**src/rtl/lcdt_pkg.sv**
```systemverilog
package lcdt_pkg;
  // register word indices
  localparam int A_CFG  = 0;
  localparam int A_HSW  = 1;
  localparam int A_VSW  = 2;
  localparam int A_TOT  = 3;
  localparam int A_HWIN = 4;
  localparam int A_VWIN = 5;
  localparam int A_CTL  = 6;
  localparam int A_STS  = 7;

  // configuration bits
  localparam int B_VS_LOW = 8;
  localparam int B_DE_LOW = 9;
  localparam int B_FALL   = 10;
  localparam int B_HS_LOW = 11;

  // control bits
  localparam int B_EN     = 3;
  localparam int B_STOPRQ = 4;
  localparam int B_SOFEN  = 12;
  localparam int B_EOFEN  = 13;

  // status bits
  localparam int B_STOPPED = 0;
  localparam int B_SOF     = 1;
  localparam int B_EOF     = 2;

  typedef enum logic [1:0] {ST_IDLE, ST_RUN, ST_DRAIN} lcdt_state_t;

  // strobes from control to datapath
  typedef struct packed {
    logic run;
    logic hsLow;
    logic vsLow;
    logic deLow;
    logic fallEdge;
  } lcdt_strobe_t;
endpackage

```
**src/rtl/lcdt_ctrl.sv**
```systemverilog
module lcdt_ctrl
  import lcdt_pkg::*;
#(
  parameter int DW = 32,
  parameter int AW = 3,
  parameter int SW = 10,
  localparam int CW = DW / 2
) (
  input  logic          clk,
  input  logic          rstN,
  input  logic          regWe,
  input  logic [AW-1:0] regAddr,
  input  logic [DW-1:0] regWdata,
  output logic [DW-1:0] regRdata,
  input  logic          frameEnd,
  input  logic          eofHit,
  output lcdt_strobe_t  strb,
  output logic [SW-1:0] hSyncW,
  output logic [SW-1:0] vSyncW,
  output logic [CW-1:0] hTotal,
  output logic [CW-1:0] vTotal,
  output logic [CW-1:0] hStart,
  output logic [CW-1:0] hEnd,
  output logic [CW-1:0] vStart,
  output logic [CW-1:0] vEnd,
  output logic          stsStopped,
  output logic          stsSof,
  output logic          irq
);
  logic [3:0]    cfgPol;
  logic [DW-1:0] totR, hWinR, vWinR;
  logic          ctlEn, ctlStop, ctlSofEn, ctlEofEn;
  lcdt_state_t   state, stateNx;
  logic          stopSet, sofHit, stsEof;
  logic          wrSts;

  assign hTotal = totR[DW-1:CW];
  assign vTotal = totR[CW-1:0];
  assign hStart = hWinR[DW-1:CW];
  assign hEnd   = hWinR[CW-1:0];
  assign vStart = vWinR[DW-1:CW];
  assign vEnd   = vWinR[CW-1:0];

  assign wrSts = regWe && (regAddr == AW'(A_STS));

  always_ff @(posedge clk or negedge rstN) begin
    if (!rstN) begin
      cfgPol   <= '0;
      hSyncW   <= '0;
      vSyncW   <= '0;
      totR     <= '0;
      hWinR    <= '0;
      vWinR    <= '0;
      ctlEn    <= 1'b0;
      ctlStop  <= 1'b0;
      ctlSofEn <= 1'b0;
      ctlEofEn <= 1'b0;
    end else if (regWe) begin
      case (regAddr)
        AW'(A_CFG):  cfgPol <= regWdata[B_HS_LOW:B_VS_LOW];
        AW'(A_HSW):  hSyncW <= regWdata[SW-1:0];
        AW'(A_VSW):  vSyncW <= regWdata[SW-1:0];
        AW'(A_TOT):  totR   <= regWdata;
        AW'(A_HWIN): hWinR  <= regWdata;
        AW'(A_VWIN): vWinR  <= regWdata;
        AW'(A_CTL): begin
          ctlEn    <= regWdata[B_EN];
          ctlStop  <= regWdata[B_STOPRQ];
          ctlSofEn <= regWdata[B_SOFEN];
          ctlEofEn <= regWdata[B_EOFEN];
        end
        default: ;
      endcase
    end
  end

  always_comb begin
    regRdata = '0;
    case (regAddr)
      AW'(A_CFG):  regRdata[B_HS_LOW:B_VS_LOW] = cfgPol;
      AW'(A_HSW):  regRdata[SW-1:0] = hSyncW;
      AW'(A_VSW):  regRdata[SW-1:0] = vSyncW;
      AW'(A_TOT):  regRdata = totR;
      AW'(A_HWIN): regRdata = hWinR;
      AW'(A_VWIN): regRdata = vWinR;
      AW'(A_CTL): begin
        regRdata[B_EN]     = ctlEn;
        regRdata[B_STOPRQ] = ctlStop;
        regRdata[B_SOFEN]  = ctlSofEn;
        regRdata[B_EOFEN]  = ctlEofEn;
      end
      AW'(A_STS): begin
        regRdata[B_STOPPED] = stsStopped;
        regRdata[B_SOF]     = stsSof;
        regRdata[B_EOF]     = stsEof;
      end
      default: ;
    endcase
  end

  // run / drain sequencing
  always_comb begin
    stateNx = state;
    stopSet = 1'b0;
    case (state)
      ST_IDLE: if (ctlEn && !ctlStop) stateNx = ST_RUN;
      ST_RUN: begin
        if (!ctlEn) stateNx = ST_IDLE;
        else if (ctlStop) begin
          if (frameEnd) begin
            stateNx = ST_IDLE;
            stopSet = 1'b1;
          end else stateNx = ST_DRAIN;
        end
      end
      ST_DRAIN: begin
        if (!ctlEn) stateNx = ST_IDLE;
        else if (frameEnd) begin
          stateNx = ST_IDLE;
          stopSet = 1'b1;
        end
      end
      default: stateNx = ST_IDLE;
    endcase
  end

  assign sofHit = (state == ST_RUN) && ctlEn && !ctlStop && frameEnd;

  always_ff @(posedge clk or negedge rstN) begin
    if (!rstN) begin
      state      <= ST_IDLE;
      stsStopped <= 1'b0;
      stsSof     <= 1'b0;
      stsEof     <= 1'b0;
    end else begin
      state      <= stateNx;
      stsStopped <= (stsStopped && !(wrSts && !regWdata[B_STOPPED])) || stopSet;
      stsSof     <= (stsSof && !(wrSts && !regWdata[B_SOF])) || sofHit;
      stsEof     <= (stsEof && !(wrSts && !regWdata[B_EOF])) || eofHit;
    end
  end

  assign strb.run      = (state != ST_IDLE);
  assign strb.hsLow    = cfgPol[B_HS_LOW - B_VS_LOW];
  assign strb.vsLow    = cfgPol[0];
  assign strb.deLow    = cfgPol[B_DE_LOW - B_VS_LOW];
  assign strb.fallEdge = cfgPol[B_FALL - B_VS_LOW];

  assign irq = (stsSof && ctlSofEn) || (stsEof && ctlEofEn);
endmodule

```
**src/rtl/lcdt_path.sv**
```systemverilog
module lcdt_path
  import lcdt_pkg::*;
#(
  parameter int CW = 16,
  parameter int SW = 10,
  localparam int OW = 3 + 2 * CW
) (
  input  logic          clk,
  input  logic          rstN,
  input  lcdt_strobe_t  strb,
  input  logic [SW-1:0] hSyncW,
  input  logic [SW-1:0] vSyncW,
  input  logic [CW-1:0] hTotal,
  input  logic [CW-1:0] vTotal,
  input  logic [CW-1:0] hStart,
  input  logic [CW-1:0] hEnd,
  input  logic [CW-1:0] vStart,
  input  logic [CW-1:0] vEnd,
  output logic          frameEnd,
  output logic          eofHit,
  output logic [CW-1:0] hCnt,
  output logic [CW-1:0] vCnt,
  output logic          hsOut,
  output logic          vsOut,
  output logic          deOut,
  output logic [CW-1:0] xOut,
  output logic [CW-1:0] yOut
);
  logic          lineEnd;
  logic          hsRaw, vsRaw, deRaw;
  logic [OW-1:0] riseVec, fallVec, outVec;

  assign lineEnd  = strb.run && (hCnt == hTotal - CW'(1));
  assign frameEnd = lineEnd && (vCnt == vTotal - CW'(1));
  assign eofHit   = strb.run && (hCnt == hEnd - CW'(1)) && (vCnt == vEnd - CW'(1));

  always_ff @(posedge clk or negedge rstN) begin
    if (!rstN) begin
      hCnt <= '0;
      vCnt <= '0;
    end else if (!strb.run) begin
      hCnt <= '0;
      vCnt <= '0;
    end else if (lineEnd) begin
      hCnt <= '0;
      vCnt <= frameEnd ? '0 : vCnt + CW'(1);
    end else begin
      hCnt <= hCnt + CW'(1);
    end
  end

  assign hsRaw = strb.run && (hCnt < CW'(hSyncW));
  assign vsRaw = strb.run && (vCnt < CW'(vSyncW));
  assign deRaw = strb.run && (hCnt >= hStart) && (hCnt < hEnd) &&
                 (vCnt >= vStart) && (vCnt < vEnd);

  assign riseVec = {hsRaw ^ strb.hsLow, vsRaw ^ strb.vsLow, deRaw ^ strb.deLow, hCnt, vCnt};

  // half-cycle retime for the falling-edge option
  always_ff @(negedge clk or negedge rstN) begin
    if (!rstN) fallVec <= '0;
    else       fallVec <= riseVec;
  end

  assign outVec = strb.fallEdge ? fallVec : riseVec;
  assign {hsOut, vsOut, deOut, xOut, yOut} = outVec;
endmodule

```
**src/rtl/lcd_timing.sv**
```systemverilog
module lcd_timing
  import lcdt_pkg::*;
#(
  parameter int DW = 32,
  parameter int AW = 3,
  parameter int SW = 10,
  localparam int CW = DW / 2
) (
  input  logic          clk,
  input  logic          rstN,
  input  logic          regWe,
  input  logic [AW-1:0] regAddr,
  input  logic [DW-1:0] regWdata,
  output logic [DW-1:0] regRdata,
  output logic          lcdHsync,
  output logic          lcdVsync,
  output logic          lcdDe,
  output logic [CW-1:0] pixX,
  output logic [CW-1:0] pixY,
  output logic          irq
);
  lcdt_strobe_t  strb;
  logic [SW-1:0] hSyncW, vSyncW;
  logic [CW-1:0] hTotal, vTotal, hStart, hEnd, vStart, vEnd;
  logic [CW-1:0] hCnt, vCnt;
  logic          frameEnd, eofHit, stsStopped, stsSof;

  lcdt_ctrl #(.DW(DW), .AW(AW), .SW(SW)) u_ctrl (
    .clk, .rstN, .regWe, .regAddr, .regWdata, .regRdata,
    .frameEnd, .eofHit, .strb, .hSyncW, .vSyncW,
    .hTotal, .vTotal, .hStart, .hEnd, .vStart, .vEnd,
    .stsStopped, .stsSof, .irq
  );

  lcdt_path #(.CW(CW), .SW(SW)) u_path (
    .clk, .rstN, .strb, .hSyncW, .vSyncW,
    .hTotal, .vTotal, .hStart, .hEnd, .vStart, .vEnd,
    .frameEnd, .eofHit, .hCnt, .vCnt,
    .hsOut(lcdHsync), .vsOut(lcdVsync), .deOut(lcdDe),
    .xOut(pixX), .yOut(pixY)
  );
endmodule

```
**config.mk**
```make
export PLATFORM = sky130hd
export DESIGN_NAME = lcd_timing
export DESIGN_NICKNAME = d
export VERILOG_FILES = /design/src/rtl/lcdt_pkg.sv /design/src/rtl/lcdt_ctrl.sv /design/src/rtl/lcdt_path.sv /design/src/rtl/lcd_timing.sv
export SDC_FILE = /design/constraint.sdc
export NUM_CORES = 1
export LEC_CHECK = 0
export BUFFER_PORTS_ARGS = -buffer_cell sky130_fd_sc_hd__buf_2
export CORE_MARGIN = 8
export CORE_UTILIZATION = 35
export CTS_CLUSTER_SIZE = 30
export DETAILED_ROUTE_END_ITERATION = 12
export GPL_TIMING_DRIVEN = 0
export HOLD_SLACK_MARGIN = 0.08
export PLACE_DENSITY = 0.58
export SYNTH_ARGS = -nofsm -noshare
export SYNTH_HDL_FRONTEND = slang
export SYNTH_SLANG_ARGS = --single-unit
```
**constraint.sdc**
```tcl
create_clock -name clk -period 3.6 [get_ports clk]
set_input_delay 0.72 -clock clk [delete_from_list [all_inputs] [get_ports clk]]
set_output_delay 0.72 -clock clk [all_outputs]
set_load 0.01 [all_outputs]
```
**Word-level counts from Yosys, hierarchy flattened**

Cells that the tools add are included.

- Add/subtract/negate cells: 6
- Order comparisons: 6
- Equality and inequality tests: 17
- Muxes and demuxes: 25
- Bitwise operators: 3
- Reduce and logical (&&, ||, !) cells: 45

Operator list:

| operator | number |
|---|---|
| 16-bit two-way mux | 5 |
| 16-bit == test | 4 |
| 16-bit by 1-bit subtractor with 16-bit output (second input constant) | 4 |
| 18-bit one-hot mux with 3 select lines | 1 |
| 35-bit two-way mux | 1 |
| 16-bit by 1-bit adder with 16-bit output (second input constant) | 2 |
| 16-bit greater-or-equal comparator | 2 |
| 16-bit by 10-bit < comparator with 1-bit output | 2 |
| 16-bit < comparator | 2 |
| 2-bit one-hot mux with 6 select lines | 2 |
| 1-bit logical AND | 23 |
| 3-bit one-hot mux with 6 select lines | 1 |
| 2-bit one-hot mux with 4 select lines | 2 |
| 3-bit one-hot mux with 5 select lines | 1 |
| 2-bit AND reduction | 7 |
| 3-bit == test (second input constant) | 4 |
| 2-bit two-way mux | 6 |
| 1-bit logical NOT | 7 |
| 3-bit by 2-bit == test with 1-bit output (second input constant) | 2 |
| 2-bit one-hot mux with 3 select lines | 1 |
| 1-bit logical OR | 4 |
| 1-bit two-way mux | 4 |
| 3-bit by 1-bit == test with 1-bit output (second input constant) | 1 |
| 3-bit logical NOT | 1 |
| other kinds (11) | 13 |

- Register bits: 196
- Bits of input ports: 38
- Word-level logic and storage cells: 119

**Longest topological paths before layout**

- Word-level depth: 9
- Gate-level depth with buffers: 13

**Modules after synthesis**

From an unflattened synthesis, not the netlist that was laid out.

- Cells, all modules: 1381
- Area total of the unflattened synthesis: 13609.3 µm²

Modules (own cells, without submodules):

| module | times used | cells an instance | area an instance (µm²) | sequential area each (µm²) |
|---|---|---|---|---|
| lcdt_path | 1 | 915 | 7564.8 | 1676.6 |
| lcdt_ctrl | 1 | 466 | 6044.5 | 3228.1 |

==> report_table.html <==
<table>
<tr><th>Metric</th><th>Value</th></tr>
<tr><th colspan="2">Yosys</th></tr>
<tr><td>Number of enable-type register cells in the synthesized netlist</td><td>0</td></tr>
<tr><td>Synth area leaders</td><td>dfrtp_1 31%, mux2_2 9.0%, ha_1 8.7%, dfrtn_1 6.7%, o21ai_0 5.0%</td></tr>
<tr><td>Sequential share of the synthesized area</td><td>0.3752</td></tr>
<tr><td>Most instantiated cells after synthesis</td><td>161 x dfrtp_1, 137 x nand2_1, 130 x o21ai_0</td></tr>
<tr><td>Primary flip-flop cell chosen by synthesis mapping</td><td>dfrtp_1</td></tr>
<tr><td>Most repeated cell in the gate-level netlist after synthesis</td><td>dfrtp_1</td></tr>
<tr><td>Post-synthesis cell type with the largest combined area</td><td>dfrtp_1</td></tr>
<tr><td>Number of distinct library cells after synthesis</td><td>72</td></tr>
<tr><td>Post-synthesis instance total</td><td>1425</td></tr>
<tr><td>Total of flip-flops plus latches after synthesis</td><td>196</td></tr>
<tr><td>Proportion of synthesized flip-flops having asynchronous set or reset</td><td>1.000</td></tr>
<tr><td>Mean instance size in the synthesized netlist</td><td>9.173 um^2</td></tr>
<tr><td>Area of the mapped netlist</td><td>13070 um^2</td></tr>
<tr><td>Area share of the largest cell type after synthesis</td><td>0.3082</td></tr>
<tr><td>Syn_nets</td><td>1554</td></tr>
<tr><td>Yosys warning count</td><td>0</td></tr>
<tr><th colspan="2">Finish</th></tr>
<tr><td>Area of all placed cells without fillers</td><td>15770 um^2</td></tr>
<tr><td>Area growth from synthesis to layout</td><td>20.61%</td></tr>
<tr><td>Ratio of cells with drive above 1 in the final layout</td><td>0.2437</td></tr>
<tr><td>Antenna Diode Count</td><td>0</td></tr>
<tr><td>Final nets</td><td>1708</td></tr>
<tr><th colspan="2">Pwr</th></tr>
<tr><td>Power share of the combinational group</td><td>0.361</td></tr>
<tr><td>Part of the power in registers</td><td>0.387</td></tr>
<tr><td>Leakage power</td><td>7.073 nW</td></tr>
<tr><td>Total power of the final layout</td><td>7.756 mW</td></tr>
<tr><td>Clk pwr share</td><td>0.252</td></tr>
<tr><td>Peak ir drop on the vdd network</td><td>284.0 uV</td></tr>
<tr><td>Switching share of power</td><td>0.3941</td></tr>
<tr><td>Total internal power</td><td>4.700 mW</td></tr>
<tr><td>Power Dens Cells</td><td>492.0 nW/um^2</td></tr>
<tr><td>Sw power</td><td>3.057 mW</td></tr>
<tr><th colspan="2">Worst setup path</th></tr>
<tr><td>Setup CP Type</td><td>register to register</td></tr>
<tr><td>FF-to-FF End</td><td>u_path.fallVec[32]</td></tr>
<tr><td>Critical Path Slowest Stage Cell</td><td>dfrtp_2</td></tr>
<tr><td>Count of cells along the worst register-to-register path</td><td>8</td></tr>
<tr><td>Source of the critical timing path</td><td>u_path.hCnt[8]</td></tr>
<tr><td>Worst-path fanout max</td><td>9</td></tr>
<tr><td>Beginning of the worst register-to-register path</td><td>u_path.hCnt[8]</td></tr>
<tr><td>Most common cell type on the critical path</td><td>a21o_1</td></tr>
<tr><td>Peak per-stage delay on the critical path</td><td>0.55 ns</td></tr>
<tr><td>Worst setup SP type</td><td>register</td></tr>
<tr><td>Data required time at the worst endpoint</td><td>2.05 ns</td></tr>
<tr><td>Top cell family by delay on the critical path</td><td>compound AO/OA/AOI/OAI gates</td></tr>
<tr><td>Register-to-register setup slack</td><td>-0.44 ns</td></tr>
<tr><td>Worst path bufs/invs</td><td>0</td></tr>
<tr><td>Data arrival time at the worst-slack endpoint</td><td>2.48 ns</td></tr>
<tr><td>Kind of end point of the critical path</td><td>register</td></tr>
<tr><td>Cell breakdown of the critical path</td><td>ha_1, a21o_1, a21o_1, a21oi_2, o2111ai_1, a21oi_1, and4b_1, xor2_2</td></tr>
<tr><th colspan="2">Detailed routing</th></tr>
<tr><td>DRC violations left</td><td>0</td></tr>
<tr><td>Via total after detailed routing</td><td>11830</td></tr>
<tr><td>Drt first pass iters</td><td>6</td></tr>
<tr><td>Average vias per placed instance</td><td>5.744</td></tr>
<tr><td>Drt total wl</td><td>48360 um</td></tr>
<tr><td>Number of nets with antenna violations after detailed routing</td><td>0</td></tr>
<tr><td>Detail-routed net length per standard cell</td><td>23.48 um</td></tr>
<tr><td>Initial DRC Count</td><td>1269</td></tr>
<tr><th colspan="2">Timing</th></tr>
<tr><td>Setup repair after global routing missed its margin</td><td>yes</td></tr>
<tr><td>Worst Setup Slack, final</td><td>-0.4360 ns</td></tr>
<tr><td>Number of pins exceeding their max-slew limit in the final report</td><td>0</td></tr>
<tr><td>Final number of setup-violating endpoints</td><td>38</td></tr>
<tr><td>Slew at the pin closest to its max-slew limit</td><td>1.158 ns</td></tr>
<tr><td>Final count of hold timing violations</td><td>0</td></tr>
<tr><td>Final Hold Slack</td><td>0.2324 ns</td></tr>
<tr><td>Post-Route Skew</td><td>0.04120 ns</td></tr>
<tr><td>Max transition margin</td><td>0.2265</td></tr>
<tr><th colspan="2">Job</th></tr>
<tr><td>Max-cap check violation count</td><td>0</td></tr>
<tr><th colspan="2">Floorplanning</th></tr>
<tr><td>Overall die width</td><td>209.3 um</td></tr>
<tr><td>Number of standard-cell rows in the floorplan</td><td>70</td></tr>
<tr><td>Die Span Y</td><td>209.3 um</td></tr>
<tr><td>Number of placed I/O pins</td><td>106</td></tr>
<tr><td>Starting density of the core</td><td>0.3562</td></tr>
<tr><td>Total Die Area</td><td>43790 um^2</td></tr>
<tr><td>Std-Cell Core Area</td><td>36700 um^2</td></tr>
<tr><th colspan="2">Run status</th></tr>
<tr><td>Violations in the final reports</td><td>setup timing</td></tr>
<tr><td>Run status</td><td>complete, but fails checks</td></tr>
<tr><th colspan="2">Placed design</th></tr>
<tr><td>Number of port buffers</td><td>104</td></tr>
<tr><td>Detailed placer's ending HPWL</td><td>36180 um</td></tr>
<tr><td>Placed standard-cell area</td><td>14220 um^2</td></tr>
<tr><td>Worst setup slack after placement</td><td>-0.8250 ns</td></tr>
<tr><td>Weighted congestion at the end of routability-driven global placement</td><td>0.9435</td></tr>
<tr><th colspan="2">CTS</th></tr>
<tr><td>Skew-Pair Late Insertion Delay</td><td>0.46 ns</td></tr>
<tr><td>TritonCTS buffer count</td><td>17</td></tr>
<tr><td>CTS tree</td><td>done</td></tr>
<tr><td>Sinks on Clock Net</td><td>196</td></tr>
<tr><td>Hold buffer count at cts</td><td>0</td></tr>
<tr><td>Root buffer selected by CTS</td><td>clkbuf_16</td></tr>
<tr><td>Maximum level of the CTS H-tree</td><td>4</td></tr>
<tr><td>Clock transition at the registers of the reported paths</td><td>0.08 ns</td></tr>
<tr><td>Largest buffer count on any clock path</td><td>2</td></tr>
<tr><th colspan="2">Global route</th></tr>
<tr><td>Global-route wire length before repair</td><td>72050 um</td></tr>
<tr><td>Remaining Overflow, GRT</td><td>0</td></tr>
<tr><td>Total GRT Usage</td><td>0.2150</td></tr>
<tr><td>Largest net degree at the start of global routing</td><td>114</td></tr>
<tr><td>Vias in the first global route</td><td>11400</td></tr>
<tr><td>Antenna violations before repair</td><td>3</td></tr>
<tr><th colspan="2">Min path</th></tr>
<tr><td>Type of the worst min-delay path</td><td>input port to asynchronous set/reset pin</td></tr>
</table>
layout by cell type (no fill, tap or decap), drive strengths merged, types with 5 or more instances in the layout:
master,instances
a211oi,8
a21o,10
o41ai,8
a41oi,11
or2,6
or3,11
a22oi,8
o21ai,132
o21a,7
nor4,27
nor2b,9
a22o,6
clkbuf,90
nor3b,18
and3,15
buf,154
dfrtp,161
dfrtn,35
mux2,104
o22ai,7
or4,7
a21boi,5
a31oi,13
xnor2,48
inv,107
xor2,43
ha,91
a21oi,38
a221oi,5
nand2b,17
nand2,137
nor2,72
nand4,17
mux2i,37
nand3,38
o31ai,10
nor3,31
power by group through the flow:
stage | Combinational [mW] | Sequential, mW | Clock, mW
5_1_grt | 3.05 | 3.03 | 2.06
3_3_place_gp | 2.38 | 3.02 | 0
6_report | 2.80 | 3.00 | 1.96
4_1_cts | 2.68 | 2.98 | 1.99
2_1_floorplan | 1.70 | 2.84 | 0
3_5_place_dp | 2.43 | 3.03 | 0
final cells by class:
class                   count  area, um^2
plain buffers              85       354.1
clock buffers              19       454.2
clock inverters            13       128.9
fillers                  3525       20930
inverters                  98       372.9
multi-input cells        1041        7881
flip-flops and latches    196        4942
well taps                 468       585.6
repair buffers            140        1046
repair_timing:
action,in CTS,in global routing
setup buffers,23,15
setup endpoints to repair,73,68
resized for setup,136,61
pin swaps,14,14
flip-flops by register name, summed over array words and instances, names as in the netlist, 2 cells and up:
signal / cells
u_ctrl.cfgPol: 4
u_ctrl.hSyncW: 10
u_path.hCnt: 16
u_ctrl.vSyncW: 10
u_ctrl.totR: 32
u_path.fallVec: 35
u_ctrl.vWinR: 32
u_path.vCnt: 16
u_ctrl.state: 2
u_ctrl.hWinR: 32
worst register-to-register path, cell delays in order (launching register included):
cell and delay, ns:
dfrtp_2 0.55, ha_1 0.24, a21o_1 0.17, a21o_1 0.18, a21oi_2 0.15, o2111ai_1 0.11, a21oi_1 0.21, and4b_1 0.28
xor2_2 0.13
routing by layer:
metal,vias up,track usage,part of all wire
li1,5388,-,-
met1,5828,0.2868,0.43
met2,521,0.3520,0.47
met3,95,0.03189,0.071
met4,0,0.07485,0.031
met5,-,0,0
how the worst max path moves through the flow:
stage / cells past startpoint / endpoint
final: 8 / u_path.fallVec[32]
after global routing: 8 / u_path.fallVec[32]
after CTS: 8 / u_path.fallVec[32]
after detailed placement: 9 / u_path.fallVec[32]
after global placement: 1 / u_path.fallVec[33]
after floorplan: 9 / u_path.fallVec[32]
per-stage QoR:
stage / util / instances / TNS [ns]
global route: 0.4296 / 2060 / -4.143
detailed placement: 0.3874 / 1998 / -10.62
floorplan: - / 1425 / -0.1434
global placement: 0.3864 / 1997 / -384.00
finish: 0.4296 / 2060 / -2.660
CTS: 0.4217 / 2047 / -3.254
cell families (layout without fill, tap and decap cells):
family / Yosys count / in the layout / share of synthesized area
adder cells (fa/ha/maj): 91 / 91 / 0.08711
AO/OA/AOI/OAI: 299 / 299 / 0.1442
XOR/XNOR: 91 / 91 / 0.06097
buffers and inverters: 188 / 355 / 0.05504
flip-flops: 196 / 196 / 0.3752
multiplexers: 141 / 141 / 0.1179
AND/OR/NAND/NOR: 419 / 419 / 0.1596
(Power assumes the default switching activity.)
